### src/rtl/cfg_ldr_pkg.sv
package cfg_ldr_pkg;
  typedef enum logic [1:0] {OP_START, OP_STOP, OP_WRITE, OP_READ} i2c_op_e;

  typedef enum logic [3:0] {
    S_STRAP, S_START, S_DEVW, S_WADDR, S_RSTART, S_DEVR, S_READ, S_STOP, S_DONE
  } ldr_state_e;

  localparam logic [3:0] DEV_TYPE = 4'b1010;
  localparam int unsigned EE_ADDR_W = 11;
endpackage

### src/rtl/cfg_ldr_tick.sv
module cfg_ldr_tick #(
  parameter int unsigned QTR_CYC = 63
) (
  input  logic clk_i,
  input  logic rst_ni,
  input  logic clr_i,
  output logic tick_o
);
  localparam int unsigned CNT_W = (QTR_CYC > 1) ? $clog2(QTR_CYC) : 1;
  localparam logic [CNT_W-1:0] LAST = CNT_W'(QTR_CYC - 1);

  logic [CNT_W-1:0] cnt_q;

  always_ff @(posedge clk_i or negedge rst_ni) begin
    if (!rst_ni)                  cnt_q <= '0;
    else if (clr_i || cnt_q == LAST) cnt_q <= '0;
    else                          cnt_q <= cnt_q + 1'b1;
  end

  assign tick_o = !clr_i && (cnt_q == LAST);
endmodule

### src/rtl/cfg_ldr_bit_eng.sv
module cfg_ldr_bit_eng
  import cfg_ldr_pkg::*;
#(
  parameter int unsigned QTR_CYC = 63
) (
  input  logic       clk_i,
  input  logic       rst_ni,
  input  logic       cmd_valid_i,
  input  i2c_op_e    cmd_op_i,
  input  logic [7:0] tx_byte_i,
  input  logic       mst_nack_i,
  input  logic       sda_i,
  output logic       ready_o,
  output logic       done_o,
  output logic [7:0] rx_byte_o,
  output logic       slv_nack_o,
  output logic       scl_oe_o,
  output logic       sda_oe_o
);
  logic       busy_q, done_q, mnack_q, ack_q;
  i2c_op_e    op_q;
  logic [1:0] phase_q;
  logic [3:0] bitc_q;
  logic [7:0] sh_q;
  logic       scl_oe_q, sda_oe_q;
  logic       scl_low_c, sda_low_c;
  logic       tick, accept;

  assign accept = !busy_q && cmd_valid_i;

  cfg_ldr_tick #(.QTR_CYC(QTR_CYC)) u_tick (
    .clk_i (clk_i),
    .rst_ni(rst_ni),
    .clr_i (accept),
    .tick_o(tick)
  );

  // quarter-phase waveform per operation
  always_comb begin
    scl_low_c = 1'b0;
    sda_low_c = 1'b0;
    unique case (op_q)
      OP_START: begin
        scl_low_c = (phase_q == 2'd0) || (phase_q == 2'd3);
        sda_low_c = phase_q[1];
      end
      OP_STOP: begin
        scl_low_c = (phase_q == 2'd0);
        sda_low_c = !phase_q[1];
      end
      OP_WRITE: begin
        scl_low_c = (phase_q == 2'd0) || (phase_q == 2'd3);
        sda_low_c = (bitc_q < 4'd8) ? !sh_q[7] : 1'b0;
      end
      default: begin
        scl_low_c = (phase_q == 2'd0) || (phase_q == 2'd3);
        sda_low_c = (bitc_q == 4'd8) ? !mnack_q : 1'b0;
      end
    endcase
  end

  always_ff @(posedge clk_i or negedge rst_ni) begin
    if (!rst_ni) begin
      busy_q   <= 1'b0;
      done_q   <= 1'b0;
      mnack_q  <= 1'b0;
      ack_q    <= 1'b0;
      op_q     <= OP_STOP;
      phase_q  <= '0;
      bitc_q   <= '0;
      sh_q     <= '0;
      scl_oe_q <= 1'b0;
      sda_oe_q <= 1'b0;
    end else begin
      done_q <= 1'b0;
      if (busy_q) begin
        scl_oe_q <= scl_low_c;
        sda_oe_q <= sda_low_c;
      end
      if (accept) begin
        busy_q  <= 1'b1;
        op_q    <= cmd_op_i;
        phase_q <= '0;
        bitc_q  <= '0;
        mnack_q <= mst_nack_i;
        if (cmd_op_i == OP_WRITE) sh_q <= tx_byte_i;
      end else if (busy_q && tick) begin
        if (phase_q == 2'd2) begin
          if (op_q == OP_READ && bitc_q < 4'd8)   sh_q  <= {sh_q[6:0], sda_i};
          if (op_q == OP_WRITE && bitc_q == 4'd8) ack_q <= sda_i;
        end
        phase_q <= phase_q + 2'd1;
        if (phase_q == 2'd3) begin
          if (op_q == OP_START || op_q == OP_STOP || bitc_q == 4'd8) begin
            busy_q <= 1'b0;
            done_q <= 1'b1;
          end else begin
            bitc_q <= bitc_q + 4'd1;
            if (op_q == OP_WRITE) sh_q <= {sh_q[6:0], 1'b0};
          end
        end
      end
    end
  end

  assign ready_o    = !busy_q;
  assign done_o     = done_q;
  assign rx_byte_o  = sh_q;
  assign slv_nack_o = ack_q;
  assign scl_oe_o   = scl_oe_q;
  assign sda_oe_o   = sda_oe_q;

  // outside START/STOP, SDA moves only with SCL held low
  a_r7_sda_moves_scl_low: assert property (@(posedge clk_i) disable iff (!rst_ni)
    (!$stable(sda_oe_q) && !$past(busy_q && (op_q == OP_START || op_q == OP_STOP)))
      |-> (scl_oe_q && $past(scl_oe_q)));

  a_r3_cmd_only_when_idle: assert property (@(posedge clk_i) disable iff (!rst_ni)
    done_q |-> !busy_q);
endmodule

### src/rtl/cfg_ldr_seq.sv
module cfg_ldr_seq
  import cfg_ldr_pkg::*;
#(
  parameter int unsigned NUM_BYTES   = 96,
  parameter int unsigned BASE_OFFSET = 0,
  parameter int unsigned ADDR_W      = 7
) (
  input  logic              clk_i,
  input  logic              rst_ni,
  input  logic              scl_i,
  input  logic              eng_ready_i,
  input  logic              eng_done_i,
  input  logic [7:0]        eng_rx_i,
  input  logic              eng_nack_i,
  output logic              cmd_valid_o,
  output i2c_op_e           cmd_op_o,
  output logic [7:0]        tx_byte_o,
  output logic              mst_nack_o,
  output logic              wr_en_o,
  output logic [ADDR_W-1:0] wr_addr_o,
  output logic [7:0]        wr_data_o,
  output logic              done_o,
  output logic              err_o
);
  localparam logic [EE_ADDR_W-1:0] BASE  = EE_ADDR_W'(BASE_OFFSET);
  localparam logic [2:0]           PAGE  = BASE[10:8];
  localparam logic [7:0]           WORD  = BASE[7:0];
  localparam logic [ADDR_W-1:0]    LAST  = ADDR_W'(NUM_BYTES - 1);

  ldr_state_e        state_q;
  logic              issued_q, done_q, err_q, wr_en_q;
  logic [ADDR_W-1:0] cnt_q, wr_addr_q;
  logic [7:0]        wr_data_q;
  logic              active;

  assign active = (state_q != S_STRAP) && (state_q != S_DONE);

  always_comb begin
    cmd_op_o  = OP_WRITE;
    tx_byte_o = 8'h00;
    unique case (state_q)
      S_START, S_RSTART: cmd_op_o = OP_START;
      S_DEVW:  tx_byte_o = {DEV_TYPE, PAGE, 1'b0};
      S_WADDR: tx_byte_o = WORD;
      S_DEVR:  tx_byte_o = {DEV_TYPE, PAGE, 1'b1};
      S_READ:  cmd_op_o  = OP_READ;
      S_STOP:  cmd_op_o  = OP_STOP;
      default: ;
    endcase
  end

  assign cmd_valid_o = active && !issued_q && eng_ready_i;
  assign mst_nack_o  = (cnt_q == LAST);

  always_ff @(posedge clk_i or negedge rst_ni) begin
    if (!rst_ni) begin
      state_q   <= S_STRAP;
      issued_q  <= 1'b0;
      done_q    <= 1'b0;
      err_q     <= 1'b0;
      wr_en_q   <= 1'b0;
      cnt_q     <= '0;
      wr_addr_q <= '0;
      wr_data_q <= '0;
    end else begin
      wr_en_q <= 1'b0;
      if (state_q == S_STRAP) begin
        if (scl_i) state_q <= S_START;
        else begin
          state_q <= S_DONE;
          done_q  <= 1'b1;
        end
      end else if (cmd_valid_o) begin
        issued_q <= 1'b1;
      end else if (issued_q && eng_done_i) begin
        issued_q <= 1'b0;
        unique case (state_q)
          S_START:  state_q <= S_DEVW;
          S_RSTART: state_q <= S_DEVR;
          S_DEVW, S_WADDR, S_DEVR: begin
            if (eng_nack_i) begin
              err_q   <= 1'b1;
              state_q <= S_STOP;
            end else begin
              state_q <= (state_q == S_DEVW) ? S_WADDR :
                         (state_q == S_WADDR) ? S_RSTART : S_READ;
            end
          end
          S_READ: begin
            wr_en_q   <= 1'b1;
            wr_addr_q <= cnt_q;
            wr_data_q <= eng_rx_i;
            if (cnt_q == LAST) state_q <= S_STOP;
            else               cnt_q   <= cnt_q + 1'b1;
          end
          S_STOP: begin
            state_q <= S_DONE;
            done_q  <= 1'b1;
          end
          default: ;
        endcase
      end
    end
  end

  assign wr_en_o   = wr_en_q;
  assign wr_addr_o = wr_addr_q;
  assign wr_data_o = wr_data_q;
  assign done_o    = done_q;
  assign err_o     = err_q;

  a_r4_wr_addr_in_window: assert property (@(posedge clk_i) disable iff (!rst_ni)
    wr_en_q |-> (wr_addr_q <= LAST));
  a_r4_wr_single_pulse: assert property (@(posedge clk_i) disable iff (!rst_ni)
    wr_en_q |=> !wr_en_q);
  a_r9_done_sticky: assert property (@(posedge clk_i) disable iff (!rst_ni)
    done_q |=> done_q);
  a_r9_err_sticky: assert property (@(posedge clk_i) disable iff (!rst_ni)
    err_q |=> err_q);
  a_r6_no_write_after_done: assert property (@(posedge clk_i) disable iff (!rst_ni)
    $past(done_q) |-> !wr_en_q);
endmodule

### src/rtl/eeprom_cfg_loader.sv
module eeprom_cfg_loader
  import cfg_ldr_pkg::*;
#(
  parameter int unsigned QTR_CYC     = 63,
  parameter int unsigned NUM_BYTES   = 96,
  parameter int unsigned BASE_OFFSET = 0,
  localparam int unsigned ADDR_W     = (NUM_BYTES > 1) ? $clog2(NUM_BYTES) : 1
) (
  input  logic              clk_i,
  input  logic              rst_ni,
  input  logic              scl_i,
  input  logic              sda_i,
  output logic              scl_oe_o,
  output logic              sda_oe_o,
  output logic              wr_en_o,
  output logic [ADDR_W-1:0] wr_addr_o,
  output logic [7:0]        wr_data_o,
  output logic              done_o,
  output logic              err_o
);
  logic       cmd_valid, eng_ready, eng_done, eng_nack, mst_nack;
  i2c_op_e    cmd_op;
  logic [7:0] tx_byte, rx_byte;

  cfg_ldr_seq #(
    .NUM_BYTES  (NUM_BYTES),
    .BASE_OFFSET(BASE_OFFSET),
    .ADDR_W     (ADDR_W)
  ) u_seq (
    .clk_i      (clk_i),
    .rst_ni     (rst_ni),
    .scl_i      (scl_i),
    .eng_ready_i(eng_ready),
    .eng_done_i (eng_done),
    .eng_rx_i   (rx_byte),
    .eng_nack_i (eng_nack),
    .cmd_valid_o(cmd_valid),
    .cmd_op_o   (cmd_op),
    .tx_byte_o  (tx_byte),
    .mst_nack_o (mst_nack),
    .wr_en_o    (wr_en_o),
    .wr_addr_o  (wr_addr_o),
    .wr_data_o  (wr_data_o),
    .done_o     (done_o),
    .err_o      (err_o)
  );

  cfg_ldr_bit_eng #(.QTR_CYC(QTR_CYC)) u_eng (
    .clk_i      (clk_i),
    .rst_ni     (rst_ni),
    .cmd_valid_i(cmd_valid),
    .cmd_op_i   (cmd_op),
    .tx_byte_i  (tx_byte),
    .mst_nack_i (mst_nack),
    .sda_i      (sda_i),
    .ready_o    (eng_ready),
    .done_o     (eng_done),
    .rx_byte_o  (rx_byte),
    .slv_nack_o (eng_nack),
    .scl_oe_o   (scl_oe_o),
    .sda_oe_o   (sda_oe_o)
  );

  a_r9_bus_free_when_done: assert property (@(posedge clk_i) disable iff (!rst_ni)
    done_o |-> (!scl_oe_o && !sda_oe_o));
  a_r1_no_write_while_idle_bus: assert property (@(posedge clk_i) disable iff (!rst_ni)
    wr_en_o |-> !done_o);
endmodule

### config.mk
export PLATFORM = sky130hd
export DESIGN_NAME = eeprom_cfg_loader
export DESIGN_NICKNAME = d
export VERILOG_FILES = /design/src/rtl/cfg_ldr_pkg.sv /design/src/rtl/cfg_ldr_tick.sv /design/src/rtl/cfg_ldr_bit_eng.sv /design/src/rtl/cfg_ldr_seq.sv /design/src/rtl/eeprom_cfg_loader.sv
export SDC_FILE = /design/constraint.sdc
export NUM_CORES = 1
export LEC_CHECK = 0
export ABC_CLOCK_PERIOD_IN_PS = 2550
export CAP_MARGIN = 20
export CORE_ASPECT_RATIO = 1.25
export CORE_MARGIN = 2
export CORE_UTILIZATION = 30
export CTS_CLUSTER_SIZE = 20
export DETAILED_ROUTE_END_ITERATION = 16
export PLACE_DENSITY = 0.53
export SLEW_MARGIN = 20
export SYNTH_ARGS = -nofsm -noshare
export SYNTH_HDL_FRONTEND = slang
export SYNTH_SLANG_ARGS = --single-unit
### constraint.sdc
create_clock -name clk_i -period 2.55 [get_ports clk_i]
set_input_delay 0.6375 -clock clk_i [delete_from_list [all_inputs] [get_ports clk_i]]
set_output_delay 0.6375 -clock clk_i [all_outputs]
set_load 0.05 [all_outputs]
* After elaboration in Yosys (flattened, before gate mapping) *
Index checks and enable logic that the tools add are counted.

word-level totals
  flip-flop bits (word level) = 58
  latch bits = 0
  memory bits (writable) = 0
  memory bits (read-only) = 0
  input bits = 4
  output and inout bits = 20
  logic and storage cells = 141
  memories = 0

cells by class
  add/subtract/negate cells = 4
  multipliers = 0
  div/mod/pow operators = 0
  order comparisons = 1
  equal/unequal tests = 22
  shift operators = 0
  multiplexer cells = 49
  bitwise gates (word level) = 4
  reductions and logical operators = 42

operator list
  cell                                                             number
  8-bit two-way mux                                                8
  4-bit two-way mux                                                11
  1-bit two-way mux                                                22
  4-bit one-hot mux with 5 select lines                            1
  4-bit by 3-bit == test with 1-bit output, second input constant  4
  8-bit one-hot mux with 2 select lines                            1
  4-bit AND reduction                                              4
  2-bit nonzero test                                               6
  2-bit == test, second input constant                             5
  5-bit AND reduction                                              2
  1-bit logical AND                                                9
  4-bit by 2-bit == test with 1-bit output, second input constant  2
  7-bit by 1-bit adder with 7-bit output, second input constant    1
  7-bit == test, second input constant                             1
  6-bit by 1-bit adder with 6-bit output, second input constant    1
  6-bit == test, second input constant                             1
  1-bit zero test                                                  6
  2-bit two-way mux                                                3
  6-bit two-way mux                                                1
  2-bit inequality test, second input constant                     3
  2-bit one-hot mux with 3 select lines                            1
  3-bit AND reduction                                              2
  6-bit nonzero test                                               1
  4-bit by 1-bit adder with 4-bit output, second input constant    1
  other kinds (17)                                                 25

* Logic depth before layout (Yosys ltp) *
Gate-level depths: netlist of run 1.

  word-level depth = 10
  depth in mapped cells = 8
  gate-level depth less buffers = 7

* Modules after synthesis *
From an unflattened synthesis of run 1, not the netlist that was laid out.

unflattened totals
  cell total of the unflattened synthesis = 273
  area total of the unflattened synthesis = 2871.5 um2

by module, submodules not included
  module           times used  cells an instance  area each (um2)
  cfg_ldr_seq      1           142                1421.4
  cfg_ldr_bit_eng  1           103                1164.9
  cfg_ldr_tick     1           28                 285.3

* Worst setup path before layout of run 1 *
OpenSTA, ideal clock, no wires.

  path type = register to register
  start point = register u_eng.u_tick.cnt_q[0]
  end point = register u_eng.ack_q (netlist: u_eng.slv_nack_o)
  library setup time = 0.125 ns
  arrival = 1.636 ns
  data required time = 2.425 ns
  setup slack = 0.789 ns
  cell stages (with the launch flop) = 8
  buffers on the path = 1
  period minus slack after synthesis = 1.761 ns
  path through = dfrtp_1 inv_1 ha_1 nand3_1 or3_1 buf_6 nor3_1 mux2_2

between the ends
  longest elaborated chain between the ends = 4

RTL lines
  what                           line                   source
  start, declared                cfg_ldr_tick.sv:12     logic [CNT_W-1:0] cnt_q;
  start signal, assigned         cfg_ldr_tick.sv:17     else cnt_q <= cnt_q + 1'b1;
  6-bit == test                  cfg_ldr_tick.sv:20     assign tick_o = !clr_i && (cnt_q == LAST);
  1-bit logical AND              cfg_ldr_tick.sv:20
  1-bit logical AND              cfg_ldr_bit_eng.sv:87  end else if (busy_q && tick) begin
  4-bit AND reduction (no line)  n/a
  end signal, assigned           cfg_ldr_bit_eng.sv:90  if (op_q == OP_WRITE && bitc_q == 4'd8) ack_q <= sda_i;
  end, declared                  cfg_ldr_bit_eng.sv:20  logic busy_q, done_q, mnack_q, ack_q;

Every way passes these cells.
A chain may end at the register's enable or synchronous reset.

* Worst setup path in the final report of run 1 *
  start point = register u_seq.wr_data_q[2] (netlist: u_seq.wr_data_o[2])
  end point = output port wr_data_o[2]

RTL lines
  what                    line                     source
  start, declared         cfg_ldr_seq.sv:33        logic [7:0] wr_data_q;
  start signal, assigned  cfg_ldr_seq.sv:92        wr_data_q <= eng_rx_i;
  end, declared           eeprom_cfg_loader.sv:17  output logic [7:0] wr_data_o,

No word-level cell between the ends.

==> results of run 1 <==
[path summary, 6_finish.rpt]
kind | to | slack [ps] | cells after the start
hold / removal | u_seq.cnt_q[6]$_DFFE_PN0P_ | 210 | 1
min in group clk_i | u_seq.err_o$_DFFE_PN0P_ | 480 | 1
setup reg to reg | u_eng.slv_nack_o$_DFFE_PN0P_ | 600 | 6
max in group asynchronous | u_eng.u_tick.cnt_q[3]$_DFF_PN0_ | 1640 | 2
hold reg to reg | u_seq.err_o$_DFFE_PN0P_ | 480 | 1
setup / recovery | wr_data_o[2] | 410 | 1
[cells by family after synthesis]
kind of cell | Yosys count
and+or+nand+nor | 87
AOI/OAI and AO/OA | 47
muxes | 19
DFF | 58
buffers and inverters | 20
xor gates and xnor gates | 14
adders and majority gates | 8
[sequential cells by signal, indices dropped and copies added (netlist names), 2 cells and up]
signal and flops:
u_eng.bitc_q 4, u_eng.op_q 2, u_eng.phase_q 2, u_eng.rx_byte_o 8, u_eng.u_tick.cnt_q 6, u_seq.cnt_q 7
u_seq.state_q 4, u_seq.wr_addr_o 7, u_seq.wr_data_o 8
[through the flow]
stage	total power [mW]	utilization	instance area, µm²	std cells
global placement	0.964	0.349	3070	389
floorplan	0.938	-	2740	253
detailed placement	0.965	0.349	3070	389
global route	1.89	0.372	3270	405
CTS	1.84	0.372	3270	405
finish	1.81	0.372	3270	405
[cell type report]
cell class                      count  area (µm²)  share of cell area
Inverter                           10        37.5              0.0115
Timing Repair Buffer               26         248              0.0757
Sequential cell                    58        1450               0.444
Clock buffer                        9         124              0.0378
Clock inverter                      7        78.8              0.0241
Tap cell                          120         150              0.0459
Multi-Input combinational cell    175        1180               0.361
[power groups by stage]
stage	Clock (mW)	Sequential (mW)	Combinational, mW
floorplan	0	0.937	0.000298
global placement	0	0.937	0.0273
detailed placement	0	0.937	0.0277
CTS	0.894	0.919	0.0279
global route	0.942	0.919	0.0305
finish	0.861	0.919	0.0258
[per-layer routing]
metal	routed length (µm)	GRT usage	part of all wire
met1	2760	0.177	0.49
met2	2670	0.187	0.47
met3	210	0.0328	0.037
met4	14	0.0478	0.0025
met5	0	0	0
[layout by cell type, fill, tap and decap left out, types with 3 or more instances in the layout]
cell,n
nand3_1,10
nand4_1,4
nor2_1,19
xor2_1,3
xnor2_1,11
nand3b_1,3
dfrtp_1,57
a21oi_1,10
clkinvlp_4,3
nand2_1,28
inv_1,9
buf_4,3
clkbuf_8,9
ha_1,8
mux2_2,18
nor3_1,3
o21ai_0,17
nor2b_1,3
clkdlybuf4s50_1,22
==> metrics.cfg, run 1 <==
[clock_tree]
clk_path_buf_depth=2
htreeDepth=3
ctsHoldBuffers=0
cts_root_buffer=clkbuf_8
post_cts.resized_instances=0
clk_latency_ps=340
cts-buffers-inserted=9
cts_sinks=58
post-cts-setup-buffers=0
cts_tree=done
path_clk_slew_ps=70

[logic_synthesis]
synth_cell_types=47
ys_async_sr_fraction=1.00
syn_area_mm2=0.00274
ys_ff_latch=58
synthTopCellsByCount=57 x dfrtp_1, 28 x nand2_1, 19 x nor2_1, 18 x mux2_2, 17 x o21ai_0
synth_compound_area_frac=0.105
yosysMostFrequentCell=dfrtp_1
synth.area.top_cells=dfrtp_1 52%, mux2_2 7.4%, nand2_1 3.8%
syn_avg_cell_area_um2=10.8
synth_top_area_frac=0.521
yosysSeqAreaShare=0.531
synthSimpleGateAreaFrac=0.168
synth_fa_ha_area_frac=0.0366
synth_edf_count=0
synthesis.instances=253
yosys.area.top_type=dfrtp_1
synthMuxAreaShare=0.0777
synth_warnings=0
synth_flop_cell=dfrtp_1
synth-xor-area-share=0.0448
syn_nets=265
synth_top_family_by_area=simple AND/OR/NAND/NOR gates

[routing]
ant_nets=0
viasPerCell=4.78
drc=0
drt-total-wl_mm=5.66
first_pass_iters=4
drtIter0Drc=151
wl_per_cell_um=14.0
vias=1935

[timing]
tightest_slew_ps=565
min_period_ps=2140
worst_hold_slack_ps=205
slew_viol_final=0
fin_crit_sh=0.839
fin_worst_skew_ps=9.13
fmax_ghz=0.467
setup-tns-final_ps=0
rsz0062_at_grt=false
setup_viol=0
hold_viol=0
max-slew-margin-rel=0.621
worst_slack_ps=410

[global_routing]
antenna_found_initial=0
grt_max_degree=29
grt_pass1_vias=1992
overflow=0
grt_pass1_wl_mm=9.81
grt.total_usage=0.127

[place]
gp_congestion=0.781
port-buffer-count=23
place_hpwl_mm=3.90
post-place-ws_ps=597

[worst_setup_path]
r2r_start=u_eng.u_tick.cnt_q[0]$_DFF_PN0_
crit_buf_inv=1
cp_data_arrival_time_ps=1500
crit_path_max_fanout=2
worst-setup-path-type=reg -> out
required_ps=1910
critPathMaxStageDelay_ps=800
endpoint_kind=output port
cp_cell_sequence=clkdlybuf4s50_1
cp_top_family=buffers and inverters
worst_path_max_delay_cell=clkdlybuf4s50_1
startpoint=u_seq.wr_data_o[2]$_DFFE_PN0P_
start_kind=flip-flop

[flow_run]
maxCapViolations=0

[die]
core_area_mm2=0.00880
rows=38
ios=24
die_y_um=111
initial_core_util=0.311
dieArea_mm2=0.00991
die_w_um=89.4

[finish]
diodes=0
drive_above_1_share=0.161
area_growth_pct=19.7
fill_cells=893
nets=292

[power_and_ir_drop]
p_comb_frac=0.014
pwr_density_cell_mw_per_mm2=552
p_sw_mw=0.425
seqPwrFrac=0.509
leakage_nw=1.38
p_int_mw=1.38
p_sw_frac=0.235
peakVddDrop_mv=0.354
pwr-share-clk=0.477

[hold_path]
hp-class=in -> async

[run_status]
status=completed

(Power assumes the default switching activity.)
==> run 2, diff against run 1 <==
- ABC_CLOCK_PERIOD_IN_PS: 2550 -> 2200
- clock period: 2.55 -> 2.2 ns (I/O delays scaled with it)
==> metrics.cfg, run 2 (same netlist as run 1, synthesis figures left out) <==
[die]
die_w_um=89.4  ; unchanged
rows=38  ; unchanged
ios=24  ; unchanged
dieArea_mm2=0.00991  ; unchanged
die_y_um=111  ; unchanged
initial_core_util=0.311  ; unchanged
core_area_mm2=0.00880  ; unchanged

[clock_tree]
cts_sinks=58  ; unchanged
path_clk_slew_ps=60  ; was 70 ps
cts_root_buffer=clkbuf_8  ; unchanged
ctsHoldBuffers=0  ; unchanged
cts_tree=done  ; unchanged
clk_path_buf_depth=2  ; unchanged
htreeDepth=3  ; unchanged
cts-buffers-inserted=9  ; unchanged
clk_latency_ps=340  ; about the same
post_cts.resized_instances=0  ; unchanged
post-cts-setup-buffers=0  ; unchanged

[worst_setup_path]
worst-setup-path-type=reg -> out  ; unchanged
crit_path_max_fanout=2  ; unchanged
start_kind=flip-flop  ; unchanged
cp_cell_sequence=clkdlybuf4s50_1  ; unchanged
required_ps=1650  ; was 1910 ps
critPathMaxStageDelay_ps=810  ; was 800 ps
crit_buf_inv=1  ; unchanged
endpoint_kind=output port  ; unchanged
cp_data_arrival_time_ps=1500  ; about the same
cp_top_family=buffers and inverters  ; unchanged
reg2reg_depth=8  ; was 6
worst_path_max_delay_cell=clkdlybuf4s50_1  ; unchanged
crit_cells=1  ; unchanged

[timing]
hold_viol=0  ; unchanged
fin_worst_skew_ps=8.14  ; was 9.13 ps
max-slew-margin-rel=0.595  ; was 0.621
setup_viol=0  ; unchanged
slew_viol_final=0  ; unchanged
min_period_ps=2050
fmax_ghz=0.489
worst_slack_ps=153  ; was 410 ps
tightest_slew_ps=608  ; was 565 ps
fin_crit_sh=0.930
rsz0062_at_grt=false  ; unchanged
worst_hold_slack_ps=221  ; was 205 ps
setup-tns-final_ps=0  ; unchanged

[finish]
fill_cells=873  ; was 893
area_growth_pct=21.3  ; was 19.7%
layout_commonest_cell=dfrtp_1  ; unchanged
diodes=0  ; unchanged
fin_area_mm2=0.00332  ; was 0.00327 mm²
nets=296  ; was 292
drive_above_1_share=0.173  ; was 0.161
layout_common_cells=57 x dfrtp_1, 28 x nand2_1, 22 x clkdlybuf4s50_1  ; unchanged
fin_util=0.377  ; was 0.372

[routing]
vias=1900  ; was 1,935
ant_nets=0  ; unchanged
first_pass_iters=4  ; unchanged
drc=0  ; unchanged
drt-total-wl_mm=5.54  ; was 5.66 mm
viasPerCell=4.65  ; was 4.78
drtIter0Drc=108  ; was 151
wl_per_cell_um=13.6  ; was 14.0 µm

[place]
post-place-ws_ps=330  ; was 597 ps
gp_congestion=0.776  ; was 0.781
port-buffer-count=23  ; unchanged
place_hpwl_mm=3.86  ; was 3.90 mm
placed_area_mm2=0.00311  ; was 0.00307 mm²

[power_and_ir_drop]
pwr_density_cell_mw_per_mm2=635  ; was 552 mW/mm²
leakage_nw=1.42  ; was 1.38 nW
peakVddDrop_mv=0.291  ; was 0.354 mV

[run_status]
status=completed  ; unchanged

[hold_path]
hp-class=in -> async  ; unchanged

[global_routing]
antenna_found_initial=0  ; unchanged
overflow=0  ; unchanged
grt.total_usage=0.125  ; was 0.127
grt_pass1_wl_mm=9.60  ; was 9.81 mm
grt_pass1_vias=1979  ; was 1,992
grt_max_degree=26  ; was 29

[flow_run]
maxCapViolations=0  ; unchanged

-- run 2: final cells by class --
| type | instances | area (µm²) | share of cell area |
|---|---|---|---|
| clock buffers | 11 | 151 | 0.0456 |
| clock inverters | 5 | 52.6 | 0.0158 |
| inverters | 10 | 37.5 | 0.0113 |
| multi-input cells | 175 | 1180 | 0.357 |
| flip-flops and latches | 58 | 1450 | 0.438 |
| well taps | 120 | 150 | 0.0452 |
| repair buffers | 30 | 290 | 0.0875 |
-- run 2: metrics by stage --
step / total power [mW] / instances
floorplan: 1.09 / 253
global placement: 1.12 / 393
detailed placement: 1.12 / 393
CTS: 2.14 / 409
global route: 2.18 / 409
finish: 2.11 / 409
-- run 2: report_power, final --
group | internal (mW) | switching, mW
logic | 0.00859 | 0.0231
registers | 1.07 | 0
clock network | 0.578 | 0.431
total | 1.65 | 0.454
-- run 2: final timing paths --
kind                       slack [ps]                          end                             from
setup / recovery                  150                 wr_data_o[6]   u_seq.wr_data_o[6]$_DFFE_PN0P_
hold / removal                    220   u_seq.cnt_q[1]$_DFFE_PN0P_                           rst_ni
setup reg to reg                  330  u_eng.bitc_q[2]$_DFFE_PN0P_  u_eng.u_tick.cnt_q[0]$_DFF_PN0_
hold reg to reg                   480     u_seq.done_o$_DFFE_PN0P_         u_seq.done_o$_DFFE_PN0P_
max in group asynchronous        1360    u_eng.op_q[0]$_DFFE_PN1P_                           rst_ni
min in group clk_i                480     u_seq.done_o$_DFFE_PN0P_         u_seq.done_o$_DFFE_PN0P_
-- run 2: layer usage --
metal / share of wire / GRT usage / vias up
li1: - / - / 940
met5: 0 / 0 / -
met4: 0.012 / 0.0448 / 0
met3: 0.043 / 0.0439 / 6
met2: 0.46 / 0.183 / 39
met1: 0.49 / 0.171 / 915
